[config.mk]
export PLATFORM = sky130hd
export DESIGN_NAME = irq_cause_ctrl
export DESIGN_NICKNAME = d
export VERILOG_FILES = /design/src/rtl/irq_cause_pkg.sv /design/src/rtl/irq_cause_sampler.sv /design/src/rtl/irq_mask_reg.sv /design/src/rtl/irq_sel_cause.sv /design/src/rtl/irq_cause_ctrl.sv
export SDC_FILE = /design/constraint.sdc
export NUM_CORES = 1
export LEC_CHECK = 0
export BUFFER_PORTS_ARGS = -buffer_cell sky130_fd_sc_hd__buf_4
export CORE_MARGIN = 2
export CORE_UTILIZATION = 57
export CTS_CLUSTER_DIAMETER = 100
export DETAILED_ROUTE_END_ITERATION = 8
export PLACE_DENSITY = 0.85
export SLEW_MARGIN = 10
export SYNTH_ARGS = -nofsm -noshare
export SYNTH_HDL_FRONTEND = slang
export SYNTH_SLANG_ARGS = --single-unit
[constraint.sdc]
create_clock -name clk_i -period 8.9 [get_ports clk_i]
set_input_delay 2.67 -clock clk_i [delete_from_list [all_inputs] [get_ports clk_i]]
set_output_delay 2.67 -clock clk_i [all_outputs]
set_load 0.05 [all_outputs]
[src/rtl/irq_cause_pkg.sv]
package irq_cause_pkg;
  localparam int DATA_W     = 32;
  localparam int ADDR_W     = 8;
  localparam int SEL_HI_BIT = 30;
  localparam int GPP_LSB    = 24;
  localparam int GPP_W      = 4;

  localparam logic [ADDR_W-1:0] OFF_CAUSE_LO = 8'h04;
  localparam logic [ADDR_W-1:0] OFF_CAUSE_HI = 8'h0C;
  localparam logic [ADDR_W-1:0] OFF_MASK_LO  = 8'h14;
  localparam logic [ADDR_W-1:0] OFF_MASK_HI  = 8'h1C;
  localparam logic [ADDR_W-1:0] OFF_SELECT   = 8'h24;

  typedef enum logic {
    GRP_LO = 1'b0,
    GRP_HI = 1'b1
  } grp_e;
endpackage

[src/rtl/irq_cause_sampler.sv]
module irq_cause_sampler #(
  parameter int W = 32
) (
  input  logic         clk_i,
  input  logic         rst_ni,
  input  logic [W-1:0] lvl_i,
  output logic [W-1:0] cause_o
);
  always_ff @(posedge clk_i or negedge rst_ni) begin
    if (!rst_ni) cause_o <= '0;
    else         cause_o <= lvl_i;
  end
endmodule

[src/rtl/irq_mask_reg.sv]
module irq_mask_reg #(
  parameter int                                   W   = 32,
  parameter logic [irq_cause_pkg::ADDR_W-1:0] OFF = '0
) (
  input  logic                              clk_i,
  input  logic                              rst_ni,
  input  logic                              wr_i,
  input  logic [irq_cause_pkg::ADDR_W-1:0] addr_i,
  input  logic [W-1:0]                      wdata_i,
  output logic [W-1:0]                      mask_o
);
  logic hit;
  assign hit = wr_i && (addr_i == OFF);

  always_ff @(posedge clk_i or negedge rst_ni) begin
    if (!rst_ni)  mask_o <= '0;
    else if (hit) mask_o <= wdata_i;
  end
endmodule

[src/rtl/irq_sel_cause.sv]
module irq_sel_cause
  import irq_cause_pkg::*;
#(
  parameter int W = 32
) (
  input  logic [W-1:0] cause_lo_i,
  input  logic [W-1:0] cause_hi_i,
  input  logic [W-1:0] mask_lo_i,
  input  logic [W-1:0] mask_hi_i,
  output logic [W-1:0] sel_o,
  output logic         any_o
);
  logic [W-1:0] act_lo, act_hi;
  grp_e         grp;

  assign act_lo = cause_lo_i & mask_lo_i;
  assign act_hi = cause_hi_i & mask_hi_i;
  assign grp    = (|act_lo) ? GRP_LO : GRP_HI;

  always_comb begin
    if (grp == GRP_LO) begin
      sel_o             = act_lo;
      sel_o[SEL_HI_BIT] = 1'b0;
    end else begin
      sel_o             = act_hi;
      sel_o[SEL_HI_BIT] = 1'b1;
    end
  end

  assign any_o = (|act_lo) | (|act_hi);
endmodule

[src/rtl/irq_cause_ctrl.sv]
module irq_cause_ctrl
  import irq_cause_pkg::*;
#(
  parameter int W      = DATA_W,
  parameter int SUM_LO = GPP_LSB,
  parameter int SUM_W  = GPP_W
) (
  input  logic              clk_i,
  input  logic              rst_ni,
  input  logic [W-1:0]      src_lo_i,
  input  logic [W-1:0]      src_hi_i,
  input  logic [SUM_W-1:0]  gpp_grp_i,
  input  logic [ADDR_W-1:0] bus_addr_i,
  input  logic              bus_wr_i,
  input  logic [W-1:0]      bus_wdata_i,
  output logic [W-1:0]      bus_rdata_o,
  output logic              irq_o
);
  localparam int N_GRP = 2;

  logic [N_GRP-1:0][W-1:0] lvl_in, cause_q;
  logic [W-1:0]            mask_lo_q, mask_hi_q, sel_word;

  // summary bits of the pin unit displace the matching high-source bits
  always_comb begin
    lvl_in[0]                   = src_lo_i;
    lvl_in[1]                   = src_hi_i;
    lvl_in[1][SUM_LO +: SUM_W]  = gpp_grp_i;
  end

  for (genvar g = 0; g < N_GRP; g++) begin : g_grp
    irq_cause_sampler #(.W(W)) u_smp (
      .clk_i   (clk_i),
      .rst_ni  (rst_ni),
      .lvl_i   (lvl_in[g]),
      .cause_o (cause_q[g])
    );
  end

  irq_mask_reg #(.W(W), .OFF(OFF_MASK_LO)) u_mask_lo (
    .clk_i(clk_i), .rst_ni(rst_ni), .wr_i(bus_wr_i),
    .addr_i(bus_addr_i), .wdata_i(bus_wdata_i), .mask_o(mask_lo_q)
  );

  irq_mask_reg #(.W(W), .OFF(OFF_MASK_HI)) u_mask_hi (
    .clk_i(clk_i), .rst_ni(rst_ni), .wr_i(bus_wr_i),
    .addr_i(bus_addr_i), .wdata_i(bus_wdata_i), .mask_o(mask_hi_q)
  );

  irq_sel_cause #(.W(W)) u_sel (
    .cause_lo_i (cause_q[0]),
    .cause_hi_i (cause_q[1]),
    .mask_lo_i  (mask_lo_q),
    .mask_hi_i  (mask_hi_q),
    .sel_o      (sel_word),
    .any_o      (irq_o)
  );

  always_comb begin
    unique case (bus_addr_i)
      OFF_CAUSE_LO: bus_rdata_o = cause_q[0];
      OFF_CAUSE_HI: bus_rdata_o = cause_q[1];
      OFF_MASK_LO:  bus_rdata_o = mask_lo_q;
      OFF_MASK_HI:  bus_rdata_o = mask_hi_q;
      OFF_SELECT:   bus_rdata_o = sel_word;
      default:      bus_rdata_o = '0;
    endcase
  end
endmodule

======== Yosys cells after proc, flatten, opt, wreduce, memory -nomap -nowiden ========
Index checks and enable logic that the tools add are counted.
cells by class
  equal/unequal tests ..................... 5
  mux-type cells .......................... 2
  bitwise gates (word level) .............. 3
  reduce and logical (&&, ||, !) cells .... 4
operators by type and width
  operator                                                         count
  32-bit case mux with 5 select lines                              1
  32-bit AND                                                       2
  32-bit OR reduction                                              2
  32-bit 2-to-1 mux                                                1
  8-bit by 5-bit == test with 1-bit output, second input constant  2
  8-bit by 3-bit == test with 1-bit output, second input constant  1
  8-bit by 4-bit == test with 1-bit output, second input constant  1
  8-bit by 6-bit == test with 1-bit output, second input constant  1
  1-bit logical AND                                                2
  1-bit OR                                                         1
word-level totals
  register bits after elaboration ......... 128
  input port bits ......................... 111
  logic and storage cells ................. 18

======== Depth between registers and ports, before layout ========
Gate-level depths: netlist of the first run.
  depth after elaboration ................. 4
  gate-level depth with buffers ........... 8
  gate-level depth less buffers ........... 5

======== Hierarchy ========
A second synthesis of the first run with hierarchy kept.
second synthesis, totals
  cells, all modules ...................... 449
  area, all modules ....................... 6188.4 µm²
modules (own cells, without submodules)
  module                     times used  cells an instance  area an instance (µm²)  seq. area each (µm²)
  irq_cause_sampler          2           32                 800.8                   800.8
  irq_mask_reg at u_mask_hi  1           70                 1351.3                  800.8
  irq_mask_reg at u_mask_lo  1           70                 1340.0                  800.8
  irq_cause_ctrl             1           120                1249.9                  0.0
  irq_sel_cause              1           125                645.6                   0.0

======== Least setup slack after synthesis of the first run ========
No wires, ideal clock.
  kind .................................... in2out
  from .................................... input bus_addr_i[1]
  to ...................................... output bus_rdata_o[22]
  arrival time ............................ 4.541 ns
  data required time ...................... 6.230 ns
  setup slack ............................. 1.689 ns
  stages .................................. 6
  buffers on the path ..................... 2
  cells stage by stage .................... nor4b_2 -> and3_1 -> buf_4 -> nand3_4 -> buf_2 -> o221ai_1
on the way
  cells in the longest elaborated chain, start to end .. 2
  elaborated cells on any way between the ends .. 6
RTL lines
  element                                                                 line                  RTL
  from (decl)                                                             irq_cause_ctrl.sv:13  input logic [ADDR_W-1:0] bus_addr_i,
  8-bit by 6-bit == test with 1-bit output, or another cell as far along  irq_cause_ctrl.sv:60  unique case (bus_addr_i)
  32-bit case mux with 5 select lines *                                   irq_cause_ctrl.sv:60
  to (decl)                                                               irq_cause_ctrl.sv:16  output logic [W-1:0] bus_rdata_o,
Every way passes the cells marked *; elsewhere a longest branch is shown, timed or not.

======== Worst setup path after layout of the first run ========
  from .................................... input bus_addr_i[5]
  to ...................................... output bus_rdata_o[21]
Same word-level chain as after synthesis.

==> results of run 1 <==
## critical path: cells and delay by family
family | cells | cell delay, ns
AND/OR/NAND/NOR | 2 | 1.31
buffers and inverters | 3 | 0.80
AO/OA/AOI/OAI | 3 | 0.43
## Yosys cell counts, drive strengths merged (2+ instances only)
cell type and n:
mux2 64, nand3 5, nand4 6, a22o 15, nor4 2, and2 3
o211ai 9, a32o 3, and4 5, o21ai 11, buf 23, dfrtp 128
a221oi 23, a22oi 31, o221ai 11, clkbuf 5, and3 2, or4 2
a31o 5, nor3 2, a32oi 8, nand2 53, nor2 9, a21o 8
nor4b 2, o21bai 3
## where the power goes
part           switching, uW  internal, uW
sequential              25.0           611
clock                    248           488
combinational           56.4          59.0
## kinds of logic after synthesis
logic type / count (synthesis)
and+or+nand+nor: 93
AOI/OAI and AO/OA: 128
DFF: 128
muxes: 64
buffers and inverters: 28
## stage by stage
step | std cells | utilization | total power, uW | hold slack (ns) | setup WS, ns
finish | 725 | 0.764 | 1490 | 0.524 | 1.00
global route | 725 | 0.764 | 1530 | 0.544 | 0.841
CTS | 725 | 0.764 | 1490 | 0.525 | 1.06
detailed placement | 693 | 0.700 | 760 | 0.506 | 1.09
global placement | 693 | 0.700 | 754 | 0.498 | 1.08
floorplan | 441 | - | 686 | 0.487 | 1.69
## sequential cells by signal (all words and copies together), names as in the netlist
| signal | count |
|---|---|
| u_mask_lo.mask_o | 32 |
| u_mask_hi.mask_o | 32 |
| g_grp.u_smp.cause_o | 64 |
## area by class of cell
class	instances	area, um2	area share
flip-flops and latches	128	3200	0.427
multi-input cells	285	2400	0.320
repair buffers	147	1100	0.147
clock buffers	20	435	0.0581
clock inverters	12	189	0.0252
well taps	133	166	0.0222
## worst paths after layout
| path | endpoint | cells past startpoint |
|---|---|---|
| setup / recovery | bus_rdata_o[21] | 8 |
| hold / removal | u_mask_lo.mask_o[30]$_DFFE_PN0P_ | 1 |
| setup reg to reg | u_mask_lo.mask_o[25]$_DFFE_PN0P_ | 1 |
| hold reg to reg | u_mask_lo.mask_o[30]$_DFFE_PN0P_ | 1 |
| max in group asynchronous | g_grp[0].u_smp.cause_o[29]$_DFF_PN0_ | 2 |
| min in group asynchronous | u_mask_hi.mask_o[28]$_DFFE_PN0P_ | 1 |
## layer usage
layer	wire length, um	global-route usage	vias to the layer above
met2	7920	0.493	301
met4	677	0.179	0
met3	1330	0.0774	52
met5	0	0	-
li1	-	-	1993
met1	6400	0.408	2321
==> metrics, run 1 <==
# H-tree levels=4; Lkg Pwr=0.00361 uW; drt via density=6.44; First-pass DRT Iterations=5; DRC=0; critical path capture point type=output pin; Num CTS Buffers=17; largest family of logic cells by synthesized area=compound AO/OA/AOI/OAI gates; post-synthesis register bit count=128; Setup Fix Bufs, Post-CTS=0; Simple-Gate Fraction of Synth Area=0.0871; final net count=690; multiplexer share of the synthesized area=0.144; flop-to-flop setup slack=8.06 ns; post-DP HPWL=10800 um; Bufs on Longest Clock Path=2; Worst path max stage delay=0.72 ns; commonest non-fill, non-tap cells in the layout=buf_4, dfrtp_1, nand2_1; CTS tree=built; Final Setup Violations=0; die area=10900 um2; Final Hold Violating Endpoints=0; Fillers=619; # diodes=0; number of flops mapped to enable cells by yosys=0; total number of vias=4667; Routed Antenna Nets=0; CP Launch Point=bus_addr_i[5]; top_reg_cell synth=dfrtp_1; Max VDD drop=0.262 mV; HP Class=reg -> reg; Worst Max-Slew Pin Slew=1.20 ns; Hold Buf Count CTS=0; share of cells above drive strength 1=0.375; Hold Crit Start=u_mask_lo.mask_o[30]$_DFFE_PN0P_; WL/cell=22.5 um; Placement Rows=36; die height=105 um; Mapped Cells=441; Top cell by count, worst path=buf_4; compound-cell area share of the yosys netlist=0.183; CP max-delay cell=nor4b_2; Synth Cell Area=5770 um2; I/O pins=144; Final GP Congestion=0.841; Root Driver=clkbuf_8; RSZ-0062 raised after global routing=no; WS Path Type=in -> out; starting DRC count in detailed routing=385; post-route cell area=7500 um2; Critical Path AT=5.23 ns; initial antenna violation count=0; CP cell instances=buf_4 -> nor4b_2 -> and2_1 -> buf_4 -> a22o_1 -> a221oi_2 -> o221ai_1 -> buf_4; post-synthesis xor/xnor area fraction=0; Synth async-reset ratio=1.00; vias in the first global route=4936; PortBufs=139; Slew HR=0.200; min Tclk post-route=7.90 ns; Worst-path clk slew=0.06 ns; Initial Utilization=0.588; first-pass GRT wire length=26400 um; syn avg cell area=13.1 um2; total track usage=0.317; most common cell after layout, fill and taps aside=buf_4; post-CTS sizing=0; clock tree sinks=128; Adder-Cell Fraction of Synth Area=0; Synth top area share=0.555; Die X-Extent=105 um; period utilization=0.887; Congestion Overflow GR=0; final slew viol count=0; top cell type by total area after synthesis=dfrtp_1; warning count from the yosys run=0; worst skew pair latency=0.53 ns; wirelength, routed=16300 um; Cell Area, Placed=6870 um2; crit path max fanout=21; Worst setup SP type=primary input; Seq/Total Area, Yosys=0.555; Max Cap Violations=0; worst r2r src=u_mask_lo.mask_o[25]$_DFFE_PN0P_; Unique masters post-synth=39; Layout area overhead=29.9%; Mapped Nets=552; Critical Path RT=6.23 ns; PwrDens=198 nW/um2; Final TNS setup=0 ns; core area=9820 um2; top cells by area, synth=dfrtp_1, mux2_4, mux2_1; Final Skew=0 ns; largest net degree at the start of global routing=90; outcome=completed; Max Clk Rate=0.127 GHz
Power figures use the tool's default switching activity.
==> run 2, diff against run 1 <==
- CORE_UTILIZATION: 57 -> 58
- SKIP_LAST_GASP: default -> 1
- SLEW_MARGIN: 10 -> 40
- SYNTH_HIERARCHICAL: default -> 1
==> run 2 against run 1 <==
  * Sequential power decreased by 0.6%
  * Critical path depth shrank 1
  * Sequential share of layout area down 1.9 points
  * Non-clock buffer count increased by 1
  * Core utilization fell by 0.42 points
  * Clock skew unchanged
  * Design area increased by 4.6%
  * Flip-flop and latch count unchanged
  * Global-route usage rose by 0.42 points
  * Maximum frequency increased by 6.6%
==> metrics, run 2 <==
Final GP Congestion=0.813 (was 0.841); wirelength, routed=17700 um (was 16300 um); largest net degree at the start of global routing=82 (was 90); Synth async-reset ratio=1.00 (unchanged); outcome=completed (unchanged); Final TNS setup=0 ns (unchanged); initial antenna violation count=2 (was 0); Worst Reg-to-Reg Cells=1 (unchanged); Layout area overhead=26.7% (was 29.9%); total track usage=0.321 (was 0.317); Synth top area share=0.518 (was 0.555); critical path capture point type=output pin (unchanged); final slew viol count=0 (unchanged); PortBufs=139 (unchanged); Slew HR=0.520 (was 0.200); top cell type by total area after synthesis=dfrtp_1 (unchanged); Biggest register=g_grp.u_smp/cause_o (was g_grp.u_smp.cause_o); first-pass GRT wire length=27200 um (was 26400 um); Worst-path clk slew=0.06 ns (about the same); commonest non-fill, non-tap cells in the layout=buf_4, dfrtp_1, nand2_1 (unchanged); CP Launch Point=bus_addr_i[3] (was bus_addr_i[5]); Largest regs=g_grp.u_smp/cause_o x64, u_mask_hi/mask_o x32, u_mask_lo/mask_o x32 (was g_grp.u_smp.cause_o x64, u_mask_hi.mask_o x32, u_mask_lo.mask_o x32); top-count cell post-synth=dfrtp_1 (unchanged); Num CTS Buffers=17 (unchanged); WHS Path Cells=1 (unchanged); most common cell after layout, fill and taps aside=buf_4 (unchanged); die height=107 um (was 105 um); CTS tree=built (unchanged); Mapped Nets=560 (was 552); post-DP HPWL=11600 um (was 10800 um); DRC=0 (unchanged); Placement Rows=37 (was 36); flop-to-flop setup slack=8.10 ns (was 8.06 ns); Lkg Pwr=0.00385 uW (was 0.00361 uW); warning count from the yosys run=6 (was 0); Max VDD drop=0.175 mV (was 0.262 mV); First-pass DRT Iterations=6 (was 5); Final Setup Violations=0 (unchanged); total number of vias=4798 (was 4667); number of flops mapped to enable cells by yosys=0 (unchanged); core area=10300 um2 (was 9820 um2); post-synthesis register bit count=128 (unchanged); # H-tree levels=4 (unchanged); Critical Path RT=6.23 ns (about the same); Initial Utilization=0.599 (was 0.588); WL/cell=24.1 um (was 22.5 um); Root Driver=clkbuf_8 (unchanged); Max Clk Rate=0.135 GHz (was 0.127 GHz); top_reg_cell synth=dfrtp_1 (unchanged); RR Endpoint=u_mask_lo/mask_o[15]$_DFFE_PN0P_ (was u_mask_lo.mask_o[25]$_DFFE_PN0P_); Synth top cells by count=dfrtp_1, nand2_1, mux2_4, o31ai_1, a22o_1 (was dfrtp_1, nand2_1, mux2_1, a22oi_1, mux2_4); Final Hold Violating Endpoints=0 (unchanged); Setup Fix Bufs, Post-CTS=0 (unchanged); min Tclk post-route=7.41 ns (was 7.90 ns); worst r2r src=u_mask_lo/mask_o[15]$_DFFE_PN0P_ (was u_mask_lo.mask_o[25]$_DFFE_PN0P_); Worst setup SP type=primary input (unchanged); I/O pins=144 (unchanged); starting DRC count in detailed routing=313 (was 385); Critical Path AT=4.74 ns (was 5.23 ns); HP Class=reg -> reg (unchanged); Hold Buf Count CTS=0 (unchanged); post-CTS sizing=0 (unchanged); final net count=696 (was 690); RSZ-0062 raised after global routing=no (unchanged); Worst Max-Slew Pin Slew=0.720 ns (was 1.20 ns); Seq/Total Area, Yosys=0.518 (was 0.555); top cells by area, synth=dfrtp_1, mux2_4, mux4_2 (was dfrtp_1, mux2_4, mux2_1); Worst Setup EP=bus_rdata_o[14] (was bus_rdata_o[21]); Bufs on Longest Clock Path=2 (unchanged); Mapped Cells=449 (was 441); period utilization=0.832 (was 0.887); Routed Antenna Nets=0 (unchanged); PwrDens=189 nW/um2 (was 198 nW/um2); crit path max fanout=37 (was 21); Final Skew=0 ns (unchanged); vias in the first global route=5199 (was 4936); Synth Cell Area=6190 um2 (was 5770 um2); Unique masters post-synth=32 (was 39); syn avg cell area=13.8 um2 (was 13.1 um2); Fillers=598 (was 619); share of cells above drive strength 1=0.453 (was 0.375); clock tree sinks=128 (unchanged); worst skew pair latency=0.53 ns (about the same); drt via density=6.53 (was 6.44); Setup WS post-layout=1.49 ns (was 1.00 ns); die area=11500 um2 (was 10900 um2); Congestion Overflow GR=0 (unchanged); WS Path Type=in -> out (unchanged); Max Cap Violations=0 (unchanged); max reg flops=64 (unchanged); Die X-Extent=107 um (was 105 um); pre-CTS setup slack=1.47 ns (was 1.09 ns)
## run 2: how the worst min path moves through the flow
stage	slack, ns	from	to
floorplan	0.50	u_mask_lo/mask_o[11]$_DFFE_PN0P_	u_mask_lo/mask_o[11]$_DFFE_PN0P_
global placement	0.51	u_mask_hi/mask_o[29]$_DFFE_PN0P_	u_mask_hi/mask_o[29]$_DFFE_PN0P_
detailed placement	0.52	u_mask_lo/mask_o[31]$_DFFE_PN0P_	u_mask_lo/mask_o[31]$_DFFE_PN0P_
CTS	0.54	u_mask_hi/mask_o[0]$_DFFE_PN0P_	u_mask_hi/mask_o[0]$_DFFE_PN0P_
global route	0.55	u_mask_hi/mask_o[29]$_DFFE_PN0P_	u_mask_hi/mask_o[29]$_DFFE_PN0P_
finish	0.54	u_mask_hi/mask_o[29]$_DFFE_PN0P_	u_mask_hi/mask_o[29]$_DFFE_PN0P_
## run 2: metrics by stage
stage	area, um2	utilization	hold slack, ns	total power [uW]	instances
finish	7840	0.759	0.542	1480	735
CTS	7840	0.759	0.539	1490	734
global route	7840	0.759	0.549	1530	734
detailed placement	7270	0.705	0.522	827	702
floorplan	6190	-	0.496	739	449
global placement	7250	0.702	0.508	819	701
## run 2: kinds of logic after synthesis
| family | synth area share |
|---|---|
| AOI/OAI and AO/OA | 0.0950 |
| buffers and inverters | 0.0356 |
| DFF | 0.518 |
| muxes | 0.250 |
| and+or+nand+nor | 0.101 |
## run 2: area by class of cell
class	count	area [um2]	share of cell area
Tap cell	136	170	0.0217
Sequential cell	128	3200	0.409
Clock buffer	19	422	0.0538
Multi-Input combinational cell	290	2780	0.354
Clock inverter	13	140	0.0179
Antenna cell	1	2.50	0.000319
Timing Repair Buffer	148	1130	0.144
## run 2: report_power, final
group,total [uW],switching [uW],leakage (uW),internal [uW]
Combinational,192,106,0.00196,86.0
Sequential,632,20.9,0.00163,611
Clock,660,262,0.000264,398
Total,1480,389,0.00385,1100
## run 2: metal layers
metal  wire length [um]  global-route usage
met1               6470               0.388
met2               8720               0.520
met3               1890               0.109
met4                646               0.152
met5                  0                   0
## run 2: worst max-delay path, cell delays in order
cell    delay (ns)
buf_4         0.33
nor4_1        0.28
buf_4         0.25
and2_1        0.45
buf_4         0.31
a22o_1        0.23
buf_4         0.22
==> run 3, diff against run 2 <==
- CORE_UTILIZATION: 58 -> 49
- PLACE_DENSITY: 0.85 -> 0.77
- clock period: 8.9 -> 6.5 ns (I/O delays scaled with it)
==> run 3 against run 2 <==
  * Count of clock-buffer cells in the layout is 1 higher
  * Via count is 2.3% lower
  * Hold slack worse by 0.0061 ns
  * Clock power is 43% higher
  * Design area is 1.5% higher
  * Sequential share of layout area is 0.62 points lower
  * Non-clock buffer count is 2 higher
  * Core utilization is 12 points lower
  * Largest cell class unchanged
  * Largest power group unchanged
==> metrics, run 3 (same netlist as run 2, synthesis figures left out) <==
Final Skew=0 ns (unchanged); Routed Antenna Nets=0 (unchanged); Worst Path Buf+Inv=2 (was 4); Final Instance Count excl. Fillers=772 (was 735); total track usage=0.273 (was 0.321); CP cell instances=buf_4 -> nor4_2 -> and2_2 -> a22o_1 -> buf_4 (was buf_4 -> nor4_1 -> buf_4 -> and2_1 -> buf_4 -> a22o_1 -> buf_4); final slew viol count=0 (unchanged); Die X-Extent=116 um (was 107 um); starting DRC count in detailed routing=457 (was 313); Top cell by count, worst path=buf_4 (unchanged); Slew HR=0.528 (was 0.520); first-pass GRT wire length=26800 um (was 27200 um); Congestion Overflow GR=0 (unchanged); Placement Rows=41 (was 37); First-pass DRT Iterations=6 (unchanged); Final TNS setup=0 ns (unchanged); Max Cap Violations=0 (unchanged); Worst path max stage delay=0.57 ns (was 0.45 ns); drt via density=6.08 (was 6.53); Lkg Pwr=0.00389 uW (was 0.00385 uW); DRC=0 (unchanged); Hold Buf Count CTS=0 (unchanged); vias in the first global route=4828 (was 5199); Hold Crit Start=u_mask_hi/mask_o[7]$_DFFE_PN0P_ (was u_mask_hi/mask_o[29]$_DFFE_PN0P_); I/O pins=144 (unchanged); worst skew pair latency=0.42 ns (was 0.53 ns); Max Clk Rate=0.179 GHz; Final Setup Violations=0 (unchanged); critical path capture point type=output pin (unchanged); Max VDD drop=0.206 mV (was 0.175 mV); outcome=completed (unchanged); max reg flops=64 (unchanged); Critical Path AT=3.64 ns (was 4.74 ns); post-CTS sizing=0 (unchanged); # diodes=0 (was 1); Largest regs=g_grp.u_smp/cause_o x64, u_mask_hi/mask_o x32, u_mask_lo/mask_o x32 (unchanged); CP Launch Point=bus_addr_i[3] (unchanged); crit path max fanout=37 (unchanged); clock tree sinks=128 (unchanged); Final Hold Violating Endpoints=0 (unchanged); Setup Fix Bufs, Post-CTS=0 (unchanged); wirelength, routed=17600 um (was 17700 um); # H-tree levels=4 (unchanged); Worst Max-Slew Pin Slew=0.705 ns (was 0.720 ns); worst r2r src=u_mask_lo/mask_o[1]$_DFFE_PN0P_ (was u_mask_lo/mask_o[15]$_DFFE_PN0P_); min Tclk post-route=5.59 ns; post-DP HPWL=12000 um (was 11600 um); die height=116 um (was 107 um); Biggest register=g_grp.u_smp/cause_o (unchanged); core area=12500 um2 (was 10300 um2); share of cells above drive strength 1=0.457 (was 0.453); PwrDens=260 nW/um2 (was 189 nW/um2); final core occ=0.639 (was 0.759); Worst-path clk slew=0.06 ns (about the same); Num CTS Buffers=17 (unchanged); WS Path Type=in -> out (unchanged); Worst path top cell family by delay=simple AND/OR/NAND/NOR gates (was buffers and inverters); Final GP Congestion=0.899 (was 0.813); period utilization=0.859; die area=13500 um2 (was 11500 um2); most common cell after layout, fill and taps aside=buf_4 (unchanged); Worst setup SP type=primary input (unchanged); Bufs on Longest Clock Path=2 (unchanged); largest net degree at the start of global routing=90 (was 82); WL/cell=22.7 um (was 24.1 um); PortBufs=139 (unchanged); RSZ-0062 raised after global routing=no (unchanged); Root Driver=clkbuf_16 (was clkbuf_8); dpl cells=740 (was 702); final net count=698 (was 696); Layout area overhead=28.6% (was 26.7%); HP Class=reg -> reg (unchanged); commonest non-fill, non-tap cells in the layout=buf_4, dfrtp_1, nand2_1 (unchanged); initial antenna violation count=0 (was 2); Initial Utilization=0.496 (was 0.599); Critical Path RT=4.55 ns (was 6.23 ns); CP max-delay cell=and2_2 (was and2_1); CTS tree=built (unchanged); total number of vias=4690 (was 4798)
-- run 3: layout make-up --
type | instances | area, um2
fillers | 934 | 4500
multi-input cells | 290 | 2780
flip-flops and latches | 128 | 3200
clock buffers | 20 | 457
repair buffers | 150 | 1170
well taps | 172 | 215
clock inverters | 12 | 135
-- run 3: routing by layer --
metal	global-route usage	vias up	wire [um]
li1	-	1996	-
met4	0.0976	0	432
met3	0.0898	41	1500
met2	0.428	254	8670
met5	0	-	0
met1	0.359	2399	6950
-- run 3: path summary, 6_finish.rpt --
kind,endpoint,slack [ns],depth (start not counted)
min in group asynchronous,g_grp[0].u_smp/cause_o[27]$_DFF_PN0_,1.58,1
setup / recovery,bus_rdata_o[14],0.91,5
hold / removal,u_mask_hi/mask_o[7]$_DFFE_PN0P_,0.54,1
max in group asynchronous,u_mask_hi/mask_o[3]$_DFFE_PN0P_,3.95,2
hold reg to reg,u_mask_hi/mask_o[7]$_DFFE_PN0P_,0.54,1
setup reg to reg,u_mask_lo/mask_o[1]$_DFFE_PN0P_,5.68,1
-- run 3: where the power goes --
| part | leakage (uW) | internal [uW] | switching, uW |
|---|---|---|---|
| Sequential | 0.00163 | 837 | 28.1 |
| Combinational | 0.00198 | 118 | 141 |
| Clock | 0.000279 | 585 | 362 |
| Total | 0.00389 | 1540 | 531 |
-- run 3: metrics by stage --
step | instance area, um2 | hold slack (ns) | total power, uW | setup WS [ns]
floorplan | 6190 | 0.496 | 1010 | 1.15
global placement | 7310 | 0.507 | 1120 | 0.636
detailed placement | 7370 | 0.518 | 1130 | 0.928
CTS | 7960 | 0.534 | 2080 | 0.916
global route | 7960 | 0.551 | 2140 | 0.804
finish | 7960 | 0.535 | 2070 | 0.915
